### config.mk
export PLATFORM = sky130hd
export DESIGN_NAME = hash_csr_top
export DESIGN_NICKNAME = d
export VERILOG_FILES = /design/src/rtl/hash_csr_pkg.sv /design/src/rtl/hash_csr_ctrl.sv /design/src/rtl/hash_csr_params.sv /design/src/rtl/hash_csr_keysel.sv /design/src/rtl/hash_csr_top.sv
export SDC_FILE = /design/constraint.sdc
export NUM_CORES = 1
export LEC_CHECK = 0
export ABC_AREA = 1
export BUFFER_PORTS_ARGS = -buffer_cell sky130_fd_sc_hd__buf_2
export CAP_MARGIN = 20
export CORE_MARGIN = 2
export CORE_UTILIZATION = 45
export CTS_BUF_LIST = sky130_fd_sc_hd__clkbuf_8
export DETAILED_ROUTE_END_ITERATION = 8
export MAX_ROUTING_LAYER = met4
export PLACE_DENSITY = 0.69
export SYNTH_ARGS = -nofsm -noshare
export SYNTH_HDL_FRONTEND = slang
export SYNTH_HIERARCHICAL = 1
export SYNTH_SLANG_ARGS = --single-unit
### constraint.sdc
create_clock -name clk -period 1.5 [get_ports clk]
set_input_delay 0.075 -clock clk [delete_from_list [all_inputs] [get_ports clk]]
set_output_delay 0.075 -clock clk [all_outputs]
set_load 0.02 [all_outputs]
### src/rtl/hash_csr_pkg.sv
// Package: shared constants and types for the hash control register file.
// Assumes byte addressing on a 32-bit bus; offsets below are word indices.
package hash_csr_pkg;

    typedef enum logic [2:0] {
        ALG_SHA1   = 3'd0,
        ALG_SHA224 = 3'd1,
        ALG_SHA256 = 3'd2,
        ALG_SHA384 = 3'd3,
        ALG_SHA512 = 3'd4,
        ALG_SM3    = 3'd5
    } algo_t;

    // Word indices of the map
    localparam int unsigned WI_CTRL   = 0;
    localparam int unsigned WI_STAT   = 1;
    localparam int unsigned WI_PARAM0 = 2;
    localparam int unsigned WI_KEYSEL = 6;

    // Control bit positions
    localparam int unsigned CB_START = 0;
    localparam int unsigned CB_STOP  = 1;
    localparam int unsigned CB_DMA   = 7;
    localparam int unsigned CB_MODE  = 8;
    localparam int unsigned CB_HMAC  = 11;
    localparam int unsigned CB_SM3   = 13;

    // Control bits that are stored and read back
    localparam logic [31:0] CTRL_KEEP = 32'h0000_2F80;

    // Map the mode field and SM3 select to an algorithm code
    function automatic algo_t decode_algo(input logic sm3, input logic [2:0] mode);
        algo_t a;
        if (sm3)             a = ALG_SM3;
        else if (!mode[2])   a = ALG_SHA1;
        else begin
            case (mode[1:0])
                2'b00:   a = ALG_SHA256;
                2'b01:   a = ALG_SHA224;
                2'b10:   a = ALG_SHA512;
                default: a = ALG_SHA384;
            endcase
        end
        return a;
    endfunction

endpackage

### src/rtl/hash_csr_ctrl.sv
// Control word, busy tracking and engine command pulses.
// Assumes ctrl_we is already qualified by the address decode; start is
// accepted only when idle or when the engine reports done in the same cycle.
module hash_csr_ctrl
    import hash_csr_pkg::*;
#(
    parameter int unsigned DW = 32
) (
    input  logic          clk,
    input  logic          rst_n,
    input  logic          ctrl_we,
    input  logic [DW-1:0] wdata,
    input  logic          eng_done,
    input  logic          eng_key_err,
    output logic [DW-1:0] ctrl_rd,
    output logic          busy,
    output logic          start_acc,
    output logic          eng_start,
    output logic          eng_stop,
    output algo_t         eng_algo,
    output logic          eng_hmac,
    output logic          eng_dma_en
);

    logic [DW-1:0] ctrl_q;
    logic          stop_req;
    logic          key_abort;

    // Decode the command bits of a control write
    always_comb begin
        stop_req  = ctrl_we && wdata[CB_STOP];
        start_acc = ctrl_we && wdata[CB_START] && !wdata[CB_STOP] && (!busy || eng_done);
        key_abort = busy && eng_hmac && eng_key_err && !start_acc;
    end

    // Readable copy of the control word, stored regardless of busy
    always_ff @(posedge clk) begin
        if (!rst_n)       ctrl_q <= '0;
        else if (ctrl_we) ctrl_q <= wdata & DW'(CTRL_KEEP);
    end

    assign ctrl_rd = ctrl_q;

    // Busy flag: set by an accepted start, cleared by stop, done or key abort
    always_ff @(posedge clk) begin
        if (!rst_n)                                busy <= 1'b0;
        else if (start_acc)                        busy <= 1'b1;
        else if (stop_req || eng_done || key_abort) busy <= 1'b0;
    end

    // One-cycle command pulses toward the engine
    always_ff @(posedge clk) begin
        if (!rst_n) begin
            eng_start <= 1'b0;
            eng_stop  <= 1'b0;
        end else begin
            eng_start <= start_acc;
            eng_stop  <= stop_req || key_abort;
        end
    end

    // Algorithm and options latched only when a start is accepted
    always_ff @(posedge clk) begin
        if (!rst_n) begin
            eng_algo   <= ALG_SHA1;
            eng_hmac   <= 1'b0;
            eng_dma_en <= 1'b0;
        end else if (start_acc) begin
            eng_algo   <= decode_algo(wdata[CB_SM3], wdata[CB_MODE +: 3]);
            eng_hmac   <= wdata[CB_HMAC];
            eng_dma_en <= wdata[CB_DMA];
        end
    end

    p_start_busy_r1: assert property (@(posedge clk) disable iff (!rst_n)
        eng_start |-> busy);

    p_stop_idle_r2: assert property (@(posedge clk) disable iff (!rst_n)
        eng_stop |-> !busy);

    p_algo_frozen_r4: assert property (@(posedge clk) disable iff (!rst_n)
        (busy && !eng_start) |-> ($stable(eng_algo) && $stable(eng_hmac)));

    p_done_clears_r5: assert property (@(posedge clk) disable iff (!rst_n)
        (busy && eng_done && !start_acc) |=> !busy);

    p_key_abort_r10: assert property (@(posedge clk) disable iff (!rst_n)
        (busy && eng_hmac && eng_key_err && !start_acc) |=> (eng_stop && !busy));

endmodule

### src/rtl/hash_csr_params.sv
// Bank of operation parameters, each with a live and a shadow copy.
// Assumes wr_en is one-hot or zero; ALIGN_MASK bit i forces bits 1:0 of
// parameter i to zero. Shadows load from the live copies on latch.
module hash_csr_params #(
    parameter int unsigned         NPARAM     = 4,
    parameter int unsigned         DW         = 32,
    parameter logic [NPARAM-1:0]   ALIGN_MASK = 4'b1001
) (
    input  logic                         clk,
    input  logic                         rst_n,
    input  logic [NPARAM-1:0]            wr_en,
    input  logic [DW-1:0]                wdata,
    input  logic                         latch,
    output logic [NPARAM-1:0][DW-1:0]    live,
    output logic [NPARAM-1:0][DW-1:0]    shadow
);

    for (genvar i = 0; i < NPARAM; i++) begin : g_par
        localparam logic [DW-1:0] KEEP = ALIGN_MASK[i] ? ~DW'(3) : '1;

        // Live copy, written from the bus at any time
        always_ff @(posedge clk) begin
            if (!rst_n)        live[i] <= '0;
            else if (wr_en[i]) live[i] <= wdata & KEEP;
        end

        // Shadow copy, loaded only when a run starts
        always_ff @(posedge clk) begin
            if (!rst_n)     shadow[i] <= '0;
            else if (latch) shadow[i] <= live[i];
        end

        if (ALIGN_MASK[i]) begin : g_al
            p_aligned_r8: assert property (@(posedge clk) disable iff (!rst_n)
                (live[i][1:0] == 2'b00) && (shadow[i][1:0] == 2'b00));
        end

        p_shadow_hold_r7: assert property (@(posedge clk) disable iff (!rst_n)
            !latch |=> $stable(shadow[i]));
    end

endmodule

### src/rtl/hash_csr_keysel.sv
// Write-only key selector: number, source and key-store origin.
// Assumes key_we is qualified by the address decode; nothing is read back.
module hash_csr_keysel #(
    parameter int unsigned NUM_W = 5
) (
    input  logic             clk,
    input  logic             rst_n,
    input  logic             key_we,
    input  logic [NUM_W+2:0] wdata,
    output logic [NUM_W-1:0] key_num,
    output logic             key_from_store,
    output logic [1:0]       key_origin
);

    // Capture the selector fields on a write
    always_ff @(posedge clk) begin
        if (!rst_n) begin
            key_num        <= '0;
            key_from_store <= 1'b0;
            key_origin     <= 2'b00;
        end else if (key_we) begin
            key_num        <= wdata[NUM_W-1:0];
            key_from_store <= wdata[NUM_W];
            key_origin     <= wdata[NUM_W+2:NUM_W+1];
        end
    end

    p_keysel_hold_r9: assert property (@(posedge clk) disable iff (!rst_n)
        !key_we |=> ($stable(key_num) && $stable(key_origin) && $stable(key_from_store)));

endmodule

### src/rtl/hash_csr_top.sv
// Register file of a hash/MAC engine: address decode, read mux and the
// control, parameter and key-select sub-blocks. Reads are combinational.
module hash_csr_top
    import hash_csr_pkg::*;
#(
    parameter int unsigned ADDR_W = 8,
    parameter int unsigned DW     = 32,
    parameter int unsigned NPARAM = 4,
    parameter int unsigned KNUM_W = 5
) (
    input  logic              clk,
    input  logic              rst_n,
    input  logic              bus_we,
    input  logic [ADDR_W-1:0] bus_addr,
    input  logic [DW-1:0]     bus_wdata,
    output logic [DW-1:0]     bus_rdata,
    input  logic              eng_done,
    input  logic              eng_dma_busy,
    input  logic              eng_dma_err,
    input  logic              eng_key_err,
    input  logic              eng_data_req,
    output logic              eng_start,
    output logic              eng_stop,
    output logic [2:0]        eng_algo,
    output logic              eng_hmac,
    output logic              eng_dma_en,
    output logic [DW-1:0]     eng_src_addr,
    output logic [DW-1:0]     eng_byte_cnt,
    output logic [DW-1:0]     eng_key_cnt,
    output logic [DW-1:0]     eng_fb_addr,
    output logic [KNUM_W-1:0] key_num,
    output logic              key_from_store,
    output logic [1:0]        key_origin
);

    localparam logic [ADDR_W-1:0] W_CTRL   = ADDR_W'(WI_CTRL);
    localparam logic [ADDR_W-1:0] W_STAT   = ADDR_W'(WI_STAT);
    localparam logic [ADDR_W-1:0] W_PARAM0 = ADDR_W'(WI_PARAM0);
    localparam logic [ADDR_W-1:0] W_KEYSEL = ADDR_W'(WI_KEYSEL);

    logic [ADDR_W-1:0]             word;
    logic [DW-1:0]                 ctrl_rd;
    logic [DW-1:0]                 stat_rd;
    logic                          busy;
    logic                          start_acc;
    algo_t                         algo_q;
    logic [NPARAM-1:0]             par_we;
    logic [NPARAM-1:0][DW-1:0]     par_live;
    logic [NPARAM-1:0][DW-1:0]     par_shadow;

    assign word = bus_addr >> 2;

    for (genvar i = 0; i < NPARAM; i++) begin : g_pwe
        assign par_we[i] = bus_we && (word == W_PARAM0 + ADDR_W'(i));
    end

    hash_csr_ctrl #(.DW(DW)) u_ctrl (
        .clk        (clk),
        .rst_n      (rst_n),
        .ctrl_we    (bus_we && (word == W_CTRL)),
        .wdata      (bus_wdata),
        .eng_done   (eng_done),
        .eng_key_err(eng_key_err),
        .ctrl_rd    (ctrl_rd),
        .busy       (busy),
        .start_acc  (start_acc),
        .eng_start  (eng_start),
        .eng_stop   (eng_stop),
        .eng_algo   (algo_q),
        .eng_hmac   (eng_hmac),
        .eng_dma_en (eng_dma_en)
    );

    hash_csr_params #(.NPARAM(NPARAM), .DW(DW)) u_params (
        .clk   (clk),
        .rst_n (rst_n),
        .wr_en (par_we),
        .wdata (bus_wdata),
        .latch (start_acc),
        .live  (par_live),
        .shadow(par_shadow)
    );

    hash_csr_keysel #(.NUM_W(KNUM_W)) u_keysel (
        .clk           (clk),
        .rst_n         (rst_n),
        .key_we        (bus_we && (word == W_KEYSEL)),
        .wdata         (bus_wdata[KNUM_W+2:0]),
        .key_num       (key_num),
        .key_from_store(key_from_store),
        .key_origin    (key_origin)
    );

    assign eng_algo     = algo_q;
    assign eng_src_addr = par_shadow[0];
    assign eng_byte_cnt = par_shadow[1];
    assign eng_key_cnt  = par_shadow[2];
    assign eng_fb_addr  = par_shadow[3];

    // Assemble the status word from busy and the engine flags
    always_comb begin
        stat_rd     = '0;
        stat_rd[0]  = busy;
        stat_rd[1]  = eng_dma_busy;
        stat_rd[8]  = eng_dma_err;
        stat_rd[9]  = eng_key_err;
        stat_rd[16] = eng_data_req;
    end

    // Read mux over the map; key selector and holes read as zero
    always_comb begin
        bus_rdata = '0;
        if (word == W_CTRL)      bus_rdata = ctrl_rd;
        else if (word == W_STAT) bus_rdata = stat_rd;
        else begin
            for (int i = 0; i < NPARAM; i++) begin
                if (word == W_PARAM0 + ADDR_W'(i)) bus_rdata = par_live[i];
            end
        end
    end

    p_start_latch_r7: assert property (@(posedge clk) disable iff (!rst_n)
        eng_start |-> (eng_src_addr == $past(par_live[0])));

endmodule

; ---- Yosys cells after proc, flatten, opt, wreduce, memory -nomap -nowiden
; Cells that the tools add are included.
[word_totals]
regBits = 270
latch_bits = 0
ramBits = 0
romBits = 0
in_bits = 48
out_inout_bits = 175
wordCells = 60
memories = 0
[classes]
addsub = 0
mul = 0
n_div = 0
order_cmp = 0
eq_ne = 8
n_shift = 0
mux = 11
n_bitwise = 0
reduce_logical = 23
[op_table]
columns = cell, count
row1 = $mux 32, 6
row2 = $eq 6x3->1 const B, 3
row3 = $logic_and 1x1->1, 13
row4 = $eq 6x2->1 const B, 2
row5 = $pmux 3 s3, 1
row6 = $logic_not 8->1, 1
row7 = $eq 6x1->1 const B, 1
row8 = $mux 3, 2
row9 = $logic_or 1x1->1, 4
row10 = $logic_not 1->1, 3
row11 = $eq 2x1->1 const B, 1
row12 = $eq 2x2->1 const B, 1
row13 = $logic_not 2->1, 1
row14 = $mux 1, 2
row15 = $reduce_bool 2->1, 1

; ---- Longest topological paths before layout
[depth]
word_depth = 10
ltp_mapped = 12

; ---- Cells and area by module
; The synthesis kept the hierarchy.
[by_module_without_submodules]
columns = module, instances, cells_per_inst, area_per_inst_um2
row1 = hash_csr_params, 1, 1489, 9943.3
row2 = hash_csr_top, 1, 323, 1530.2
row3 = hash_csr_ctrl, 1, 106, 809.5
row4 = hash_csr_keysel, 1, 51, 356.6

; ---- Least setup slack after synthesis
; Ideal clock, no wire load.
[synth_path]
path_type = in2reg
startpoint = input bus_addr[5]
endpoint = register u_params/shadow[16] (netlist bit)
setup_time_ns = 0.113
arrival_time_ns = 1.498
t_required_ns = 1.387
slack_ns = -0.112
path_stages = 12
n_path_buf = 4
path_cell_list = nor2_1 -> buf_2 -> nand3_1 -> nor2_1 -> nand3_1 -> nor2_4 -> buf_6 -> buf_8 -> buf_6 -> nand2_1 -> nand2_1 -> nor2_1
[synth_via]
elab_chain_len = 5
[synth_lines]
columns = element, line
row1 = start: declaration, hash_csr_top.sv:14  ; input logic [ADDR_W-1:0] bus_addr,
row2 = $logic_not 8->1, hash_csr_top.sv:60  ; .ctrl_we (bus_we && (word == W_CTRL)),
row3 = $logic_and 1x1->1, hash_csr_top.sv:60
row4 = $logic_and 1x1->1 (3 in series), hash_csr_ctrl.sv:32  ; start_acc = ctrl_we && wdata[CB_START] && !wdata[CB_STOP] && (!busy || eng_done);
row5 = net start_acc, hash_csr_top.sv:45  ; logic start_acc;
row6 = end signal: indexed assignment, hash_csr_params.sv:30  ; else if (latch) shadow[i] <= live[i];
row7 = end: declaration, hash_csr_params.sv:15  ; output logic [NPARAM-1:0][DW-1:0] shadow
; The timed path passes the listed nets, and every way through them passes these cells.
; A chain may end at the register's enable or synchronous reset.

; ---- Worst setup path after layout
[layout_path]
startpoint = register u_params/live[84] (netlist bit)
endpoint = output bus_rdata[20]
[layout_via]
elab_chain_len = 4
[layout_lines]
columns = element, line
row1 = start: declaration, hash_csr_params.sv:14  ; output logic [NPARAM-1:0][DW-1:0] live,
row2 = start signal: indexed assignment, hash_csr_params.sv:24  ; else if (wr_en[i]) live[i] <= wdata & KEEP;
row3 = $mux 32 (2 in series), hash_csr_top.sv:117  ; if (word == W_PARAM0 + ADDR_W'(i)) bus_rdata = par_live[i];
row4 = $mux 32, hash_csr_top.sv:114  ; else if (word == W_STAT) bus_rdata = stat_rd;
row5 = $mux 32, hash_csr_top.sv:113  ; if (word == W_CTRL) bus_rdata = ctrl_rd;
row6 = end: declaration, hash_csr_top.sv:16  ; output logic [DW-1:0] bus_rdata,
; No other way between the ends.

==> metrics.csv <==
metric,value,unit
CTS Buffer Depth,3,
Total GRT Usage,25.6,%
Mapped Cells,1969,
"FF+latch count, synth",270,
total congestion overflow,0,
CTS clock-pin slew for the worst setup and hold paths,0.06,ns
Worst IR Drop VDD,0.706,mV
max-slew violations,0,
routed length per placed instance,14.1,um
Site Rows,61,
"Core Util, Final",57.5,%
number of global-route vias before repair,11600,
worst hold path class,in -> reg,
DR vias,12500,
clk sink count,270,
Routed Wire Length,37700,um
PortBufs,216,
Post-Syn Area,12600,um2
CP endpoint,bus_rdata[20],
skew final,0.0180,ns
kind of critical path,reg -> out,
first-pass GRT wire length,57300,um
initial antenna violation count,0,
H-tree lvl count,2,
Most used DFF post-synth,dfxtp_1,
Max-cap violations,0,
I/O pin count,223,
Worst R2R Start,u_ctrl/busy,
RSZ-0062 raised after global routing,true,
"Hold Vio Cnt, Final",0,
PD cells,909,nW/um2
min Tclk post-route,1.77,ns
P&R area growth vs syn,26.0,%
CTS tree,yes,
leakage,0.00744,uW
worst reg2reg setup slack,0.13,ns
Placer Congestion,0.947,
drt via density,4.69,
initial drt markers,858,
"Seq/Total Area, Yosys",42.8,%
reg-to-reg endpoint,u_params/shadow[63],
failing checks,negative setup slack,
Max Clk Rate,564,MHz
crit path from,u_params/live[84],
total negative slack,-0.936,ns
Worst Path Required,1.42,ns
Synth area leader,dfxtp_1,
clock root buffer master,clkbuf_8,
Synth top area share,42.8,%
nets,2303,
DRC,0,
largest net degree at the start of global routing,58,
crit start category,register,
DR pass1 iterations,5,
Crit Path Max Fanout,3,
Core ar.,27700,um2
Setup Viol. Count Final,18,
Die Width,172,um
fin crit share,118,%
die span in y,172,um
CTS buffer count,47,
Synth cell types,27,
Pwr Total,14500,uW
"Avg Cell Area, Syn",6.42,um2
CP arrival,1.70,ns
final worst slack,-0.272,ns
status,"complete, but fails checks",
worst hold margin,0.135,ns
Ant. Diodes,0,
ys async rst share,0,%
starting density of the core,45.6,%
area of the die,29400,um2
"top cells by area, synth","dfxtp_1 (43%), nand2_1 (20%), nor2_1 (16%)",
latest clock arrival within the worst-skew pair,0.55,ns
Post-synth EDFFs,0,
synth warn,6,
reg2reg path depth,8,
CP endpoint kind,primary output,
post-DP HPWL,26700,um
post-route ant nets,0,
layout cells sized above 1,21.3,%
[layer usage]
layer,vias to the layer above,track usage [%],routed length (um)
li1,6311,-,-
met1,5689,28.5,15200
met2,398,45.4,18800
met3,82,3.84,2140
met4,0,11.5,1520
met5,-,-,0
[final cells by class]
| class | instances | area [um2] |
|---|---|---|
| Clock buffer | 57 | 785 |
| Timing Repair Buffer | 345 | 2610 |
| Inverter | 191 | 722 |
| Tap cell | 378 | 473 |
| Multi-Input combinational cell | 1397 | 5800 |
| Sequential cell | 270 | 5450 |
| Fill cell | 2662 | 11800 |
| Clock inverter | 23 | 90.1 |
[cells by family after synthesis]
family,count (synthesis),synth area share (%)
compound gates,37,2.01
fa+ha+maj,3,0.297
buf+inv,334,13.8
flops,270,42.8
other cells,2,0.0594
simple gates,1323,41.0
[cells in the mapped netlist (3+ instances only)]
| cell | instances |
|---|---|
| nand2_1 | 682 |
| inv_1 | 188 |
| nand3_1 | 44 |
| o211ai_1 | 26 |
| buf_2 | 42 |
| or2_0 | 19 |
| inv_2 | 3 |
| nor2_4 | 6 |
| buf_4 | 71 |
| buf_6 | 18 |
| nand4_1 | 12 |
| dfxtp_1 | 270 |
| nor2_1 | 543 |
| clkbuf_1 | 6 |
| ha_1 | 3 |
| or2_2 | 7 |
| o21ai_0 | 7 |
| a21oi_1 | 3 |
| buf_8 | 3 |
| nand2_2 | 5 |
[through the flow]
step           setup slack [ns]  cells  area [um2]
2_1_floorplan           0.00102   2001       12800
3_3_place_gp            -0.0196   2523       14100
3_5_place_dp            -0.0827   2523       14100
4_1_cts                  -0.272   2654       15700
5_1_grt                  -0.347   2661       15900
6_report                 -0.272   2661       15900
[cell usage in the layout, fill, tap and decap left out, types with 2 or more instances in the layout]
cell type and count:
or2_0 19, nand3_2 7, clkbuf_8 58, o211ai_1 26, buf_6 27, dfxtp_1 232, buf_12 20, inv_1 208
a21oi_1 3, buf_4 70, dlygate4sd3_1 35, nand3_1 38, nor3_2 2, or2_2 4, clkinv_2 3, nor2_2 10
nand2_1 649, conb_1 34, ha_1 3, dfxtp_2 38, nor2_1 530, nor2_4 11, buf_2 189, inv_2 2
clkbuf_16 2, or2_4 3, nand4_1 12, o21ai_0 7, nand2_2 37
[sequential cells by signal (all words and copies together), names as in the netlist]
| name | cells |
|---|---|
| u_ctrl/busy | 1 |
| u_ctrl/ctrl_rd | 6 |
| u_ctrl/eng_algo | 3 |
| u_ctrl/eng_dma_en | 1 |
| u_ctrl/eng_hmac | 1 |
| u_ctrl/eng_start | 1 |
| u_ctrl/eng_stop | 1 |
| u_keysel/key_from_store | 1 |
| u_keysel/key_num | 5 |
| u_keysel/key_origin | 2 |
| u_params/live | 124 |
| u_params/shadow | 124 |
[worst min-delay path by stage]
stage                              from                  to  cells after the start
after floorplan            bus_wdata[7]   u_ctrl/eng_dma_en                      2
after global placement    bus_wdata[11]     u_ctrl/eng_hmac                      3
after detailed placement  bus_wdata[11]     u_ctrl/eng_hmac                      3
after CTS                   bus_addr[4]  u_ctrl/ctrl_rd[13]                      6
after global routing        bus_addr[4]  u_ctrl/ctrl_rd[13]                      6
final                       bus_addr[4]  u_ctrl/ctrl_rd[13]                      6
[worst max-delay path, stage by stage, from the launching register on]
cell      delay, ns
dfxtp_2        0.33
o211ai_1       0.33
nand3_2        0.21
nand2_2        0.12
nand2_2        0.05
buf_6          0.12
[where the power goes]
group	switching (uW)	internal, uW
clock network	2900	3400
registers	24.2	7210
logic	591	363
[what timing repair did]
item / in CTS / in global routing
pin swaps: 47 / 59
cloned: 0 / 2
endpoints found under the setup margin: 32 / 32
resized for setup: 103 / 42
buffers inserted: 16 / 5
hold buffers: 35 / 0
endpoints found under the hold margin: 146 / 0
Note: power is estimated with default switching activity, not from simulation.
